[src/rtl/dac_sfr_pkg.sv]
package dac_sfr_pkg;

  // Control register bit positions; software depends on these.
  localparam int CTRL_BITS = 5;
  localparam int PIN_BIT   = 4;
  localparam int MODE8_BIT = 3;
  localparam int RANGE_BIT = 2;
  localparam int CLRN_BIT  = 1;
  localparam int EN_BIT    = 0;

  // Decoded strobes sent from the control module to the datapath.
  typedef struct packed {
    logic ctrlWr;
    logic hiWr;
    logic loWr;
    logic ctrlSel;
    logic hiSel;
    logic loSel;
    logic clearNow;
  } sfrStrobe_t;

endpackage

[src/rtl/dac_sfr_ctrl.sv]
module dac_sfr_ctrl
  import dac_sfr_pkg::*;
#(
  parameter int          ADDR_W    = 8,
  parameter logic [7:0]  CTRL_ADDR = 8'hFD,
  parameter logic [7:0]  HI_ADDR   = 8'hFC,
  parameter logic [7:0]  LO_ADDR   = 8'hFB
) (
  input  logic [ADDR_W-1:0] sfrAddr,
  input  logic              sfrWr,
  input  logic              sfrRd,
  input  logic              wrClrnBit,
  input  logic              clrnQ,
  output sfrStrobe_t        strobe
);

  logic hitCtrl;
  logic hitHi;
  logic hitLo;

  always_comb begin
    hitCtrl = (sfrAddr == CTRL_ADDR[ADDR_W-1:0]);
    hitHi   = (sfrAddr == HI_ADDR[ADDR_W-1:0]);
    hitLo   = (sfrAddr == LO_ADDR[ADDR_W-1:0]);
  end

  always_comb begin
    strobe.ctrlWr  = sfrWr & hitCtrl;
    strobe.hiWr    = sfrWr & hitHi;
    strobe.loWr    = sfrWr & hitLo;
    strobe.ctrlSel = sfrRd & hitCtrl;
    strobe.hiSel   = sfrRd & hitHi;
    strobe.loSel   = sfrRd & hitLo;
    // Clear applies on the edge that writes clear low, and on every edge while it stays low.
    strobe.clearNow = (sfrWr & hitCtrl) ? ~wrClrnBit : ~clrnQ;
  end

endmodule

[src/rtl/dac_sfr_datapath.sv]
module dac_sfr_datapath
  import dac_sfr_pkg::*;
#(
  parameter int DATA_W = 8,
  parameter int CODE_W = 12
) (
  input  logic                 clk,
  input  logic                 rst,
  input  sfrStrobe_t           strobe,
  input  logic [DATA_W-1:0]    sfrWrData,
  output logic [DATA_W-1:0]    sfrRdData,
  output logic [CTRL_BITS-1:0] ctrlQ,
  output logic [CODE_W-1:0]    dacCode
);

  localparam int HI_W  = CODE_W - DATA_W;
  localparam int PAD_W = CODE_W - DATA_W;
  localparam int RSV_W = DATA_W - CTRL_BITS;

  logic [DATA_W-1:0] hiQ;
  logic [DATA_W-1:0] loQ;
  logic [CODE_W-1:0] codeQ;
  logic [CODE_W-1:0] codeNext;

  generate
    if (PAD_W > 0) begin : g_wide
      always_comb begin
        if (ctrlQ[MODE8_BIT])
          codeNext = {sfrWrData, {PAD_W{1'b0}}};
        else
          codeNext = {hiQ[HI_W-1:0], sfrWrData};
      end
    end else begin : g_narrow
      always_comb codeNext = sfrWrData[CODE_W-1:0];
    end
  endgenerate

  always_ff @(posedge clk) begin
    if (rst) begin
      ctrlQ <= '0;
    end else if (strobe.ctrlWr) begin
      ctrlQ <= sfrWrData[CTRL_BITS-1:0];
    end
  end

  always_ff @(posedge clk) begin
    if (rst || strobe.clearNow) begin
      hiQ   <= '0;
      loQ   <= '0;
      codeQ <= '0;
    end else begin
      if (strobe.hiWr) hiQ <= sfrWrData;
      if (strobe.loWr) begin
        loQ   <= sfrWrData;
        codeQ <= codeNext;
      end
    end
  end

  always_comb begin
    sfrRdData = '0;
    if (strobe.ctrlSel)    sfrRdData = {{RSV_W{1'b0}}, ctrlQ};
    else if (strobe.hiSel) sfrRdData = hiQ;
    else if (strobe.loSel) sfrRdData = loQ;
  end

  assign dacCode = codeQ;

endmodule

[src/rtl/dac_sfr_frontend.sv]
module dac_sfr_frontend
  import dac_sfr_pkg::*;
#(
  parameter int         ADDR_W    = 8,
  parameter int         DATA_W    = 8,
  parameter int         CODE_W    = 12,
  parameter logic [7:0] CTRL_ADDR = 8'hFD,
  parameter logic [7:0] HI_ADDR   = 8'hFC,
  parameter logic [7:0] LO_ADDR   = 8'hFB
) (
  input  logic              clk,
  input  logic              rst,
  input  logic [ADDR_W-1:0] sfrAddr,
  input  logic              sfrWr,
  input  logic [DATA_W-1:0] sfrWrData,
  input  logic              sfrRd,
  output logic [DATA_W-1:0] sfrRdData,
  output logic [CODE_W-1:0] dacCode,
  output logic              pinAlt,
  output logic              rangeHigh,
  output logic              powerDown
);

  sfrStrobe_t           strobe;
  logic [CTRL_BITS-1:0] ctrlQ;

  dac_sfr_ctrl #(
    .ADDR_W(ADDR_W), .CTRL_ADDR(CTRL_ADDR), .HI_ADDR(HI_ADDR), .LO_ADDR(LO_ADDR)
  ) i_ctrl (
    .sfrAddr  (sfrAddr),
    .sfrWr    (sfrWr),
    .sfrRd    (sfrRd),
    .wrClrnBit(sfrWrData[CLRN_BIT]),
    .clrnQ    (ctrlQ[CLRN_BIT]),
    .strobe   (strobe)
  );

  dac_sfr_datapath #(
    .DATA_W(DATA_W), .CODE_W(CODE_W)
  ) i_datapath (
    .clk      (clk),
    .rst      (rst),
    .strobe   (strobe),
    .sfrWrData(sfrWrData),
    .sfrRdData(sfrRdData),
    .ctrlQ    (ctrlQ),
    .dacCode  (dacCode)
  );

  assign pinAlt    = ctrlQ[PIN_BIT];
  assign rangeHigh = ctrlQ[RANGE_BIT];
  assign powerDown = ~ctrlQ[EN_BIT];

endmodule

[config.mk]
export PLATFORM = sky130hd
export DESIGN_NAME = dac_sfr_frontend
export DESIGN_NICKNAME = d
export VERILOG_FILES = /design/src/rtl/dac_sfr_pkg.sv /design/src/rtl/dac_sfr_ctrl.sv /design/src/rtl/dac_sfr_datapath.sv /design/src/rtl/dac_sfr_frontend.sv
export SDC_FILE = /design/constraint.sdc
export NUM_CORES = 1
export LEC_CHECK = 0
export BUFFER_PORTS_ARGS = -buffer_cell sky130_fd_sc_hd__buf_2
export CAP_MARGIN = 10
export CORE_ASPECT_RATIO = 1.5
export CORE_MARGIN = 2
export CORE_UTILIZATION = 30
export DETAILED_ROUTE_END_ITERATION = 8
export HOLD_SLACK_MARGIN = 0.15
export SYNTH_ARGS = -nofsm -noshare
export SYNTH_HDL_FRONTEND = slang
export SYNTH_SLANG_ARGS = --single-unit
[constraint.sdc]
create_clock -name clk -period 1.9 [get_ports clk]
set_input_delay 0.38 -clock clk [delete_from_list [all_inputs] [get_ports clk]]
set_output_delay 0.38 -clock clk [all_outputs]
set_load 0.1 [all_outputs]
==> results.sh <==
export IMPL_final_cell_mix="31 x dfxtp_1, 28 x buf_2, 28 x buf_4, 26 x nand4_1, 24 x o31ai_1"
export IMPL_clkLatencyLatePin_ns=0.29
export IMPL_ir_worst_vdd_uv=211
export IMPL_coreArea_mm2=0.00604
export IMPL_grt_first_pass_wirelength_mm=10.0
export IMPL_vias_per_cell=6.02
export IMPL_max_clock_freq_ghz=0.494
export IMPL_final_antenna_net_count=0
export IMPL_cts_tree="yes"
export IMPL_cts_sinks=33
export IMPL_powerDensity_mw_per_mm2=508
export IMPL_die_w_um=68.2
export IMPL_clk_pin_slew_ns=0.07
export IMPL_antenna_found_initial=0
export IMPL_finalHoldViolations=0
export IMPL_start_kind="input pin"
export IMPL_drc=0
export IMPL_p_leak_nw=0.994
export IMPL_drive_gt1_frac=0.466
export IMPL_place_congestion=0.834
export IMPL_ys_warn_count=0
export IMPL_grt_pass1_vias=1962
export IMPL_dieArea_mm2=0.00684
export IMPL_synth_net_count=224
export IMPL_vias=2034
export IMPL_clock_skew_ns=0.00520
export IMPL_violations="negative setup slack"
export IMPL_ys_types=28
export IMPL_overflow=0
export IMPL_num_io_pins=43
export IMPL_n_antenna_cell=0
export IMPL_dp_cells=320
export IMPL_cp_max_fo=3
export IMPL_setup_viol=8
export IMPL_dr_pass1_iters=5
export IMPL_worstSetupPathType="in -> out"
export IMPL_power_mw=1.42
export IMPL_synth_area_mm2=0.00185
export IMPL_drt_total_wl_mm=6.60
export IMPL_io_buffer_count=42
export IMPL_syn_inst=204
export IMPL_ys_seq_elements=33
export IMPL_initial_core_util=0.307
export IMPL_hold_path_class="in -> reg"
export IMPL_r2r_slack_ns=0.61
export IMPL_syn2layout_area_growth_pct=50.3
export IMPL_cts_inserted_buffers=5
export IMPL_synth_seq_area_share=0.356
export IMPL_rows=35
export IMPL_final_common_cell="dfxtp_1"
export IMPL_drv_cap=0
export IMPL_crit_arrival_ns=1.65
export IMPL_slew_violations=0
export IMPL_final_min_clock_period_ns=2.03
export IMPL_pre_cts_ws_ns=-0.233
export IMPL_critPathCaptureType="output port"
export IMPL_layout_cells_non_filler=338
export IMPL_fin_crit_sh=1.07
export IMPL_nFillCells=595
export IMPL_htreeDepth=2
export IMPL_avgSynthCellArea_um2=9.09
export IMPL_cts_root_buf="clkbuf_8"
export IMPL_fin_nets=284
export IMPL_place_hpwl_mm=4.14
export IMPL_grt_max_degree=33
export IMPL_max_slew_worst_pin_slew_ns=0.490
export IMPL_fp_dieH_um=100
export IMPL_required_ns=1.52
export IMPL_rsz0062_at_grt="yes"
export IMPL_status="finished with violations"
export IMPL_drtIter0Drc=238
export IMPL_avgRoutedWirePerCell_um=19.5
export IMPL_ctsHoldBuffers=0
export IMPL_relSlewSlack=0.676
export IMPL_grt_usage=0.194
export IMPL_setup_slack_ns=-0.125
export IMPL_cts_buffer_depth=2
## sequential cells by signal, summed over array words and instances (netlist names)
name,cells
i_datapath.dacCode,12
i_datapath.hiQ,8
i_datapath.loQ,8
i_datapath.ctrlQ,5
## cells by family (layout without fill, tap and decap cells)
| group | after synthesis | after routing | share of synthesized area |
|---|---|---|---|
| AO/OA/AOI/OAI | 73 | 73 | 0.319 |
| buffers and inverters | 33 | 93 | 0.0756 |
| flip-flops | 33 | 33 | 0.356 |
| multiplexers | 8 | 8 | 0.0486 |
| AND/OR/NAND/NOR | 57 | 57 | 0.200 |
## path summary, 6_finish.rpt
kind	start	to	depth (start not counted)
min	rst	i_datapath.ctrlQ[2]	2
max reg2reg	i_datapath.ctrlQ[3]	i_datapath.dacCode[8]	4
min reg2reg	i_datapath.dacCode[1]	i_datapath.dacCode[1]	2
max	sfrAddr[1]	sfrRdData[4]	8
## layout make-up
class	count	area, µm²	area share
Sequential cell	33	663	0.238
Multi-Input combinational cell	138	1200	0.430
Clock buffer	6	82.6	0.0296
Timing Repair Buffer	81	723	0.260
Tap cell	74	92.6	0.0332
Inverter	5	18.8	0.00674
Clock inverter	1	7.51	0.00269
## per-layer routing
| metal | wire (µm) | vias up | share of wire | GRT usage |
|---|---|---|---|---|
| li1 | - | 951 | - | - |
| met1 | 2700 | 1000 | 0.41 | 0.243 |
| met2 | 3450 | 75 | 0.52 | 0.338 |
| met3 | 360 | 8 | 0.055 | 0.0258 |
| met4 | 89 | 0 | 0.013 | 0.0523 |
| met5 | 0 | - | 0 | 0 |
## cells in the mapped netlist (all sizes together)
library cell	count	area, µm²
nor4	13	81.3
nor3	2	21.3
dfxtp	33	661
inv	5	18.8
a22o	3	26.3
and3b	2	17.5
and4	1	8.76
a22oi	20	195
o31ai	24	180
or3b	1	8.76
and2	1	6.26
a31oi	8	50.1
nand2	3	11.3
nand3b	2	15.0
buf	6	38.8
a211oi	8	60.1
nor2b	5	31.3
nor3b	1	7.51
a21oi	4	20.0
clkbuf	22	82.6
a221o	5	50.1
mux2	8	90.1
a311o	1	10.0
nand4	26	163
## timing repair
action,4_1_cts,5_1_grt
cloned,0,1
pin swaps,6,9
endpoints found under the hold margin,0,0
setup buffers,2,9
setup endpoints to repair,8,8
gates resized for setup,8,18
## report_power, final
group	switching (mW)	internal, mW
Clock	0.264	0.286
Combinational	0.104	0.0694
Sequential	0.0000751	0.691
## critical path: stages
cell	delay, ns
buf_8	0.10
buf_6	0.10
nand3b_1	0.26
buf_4	0.21
nor4_4	0.16
buf_4	0.16
a221o_4	0.11
buf_12	0.17
## through the flow
stage          hold WS (ns)  cell area (µm²)  setup TNS (ns)   util
3_5_place_dp          0.470             2480           -1.66  0.411
2_1_floorplan         0.442             1950           -1.21      -
4_1_cts               0.346             2630           -1.12  0.435
5_1_grt               0.368             2790           -1.03  0.461
3_3_place_gp          0.458             2480           -1.54  0.411
6_report              0.349             2790          -0.713  0.461
(Power assumes the default switching activity.)
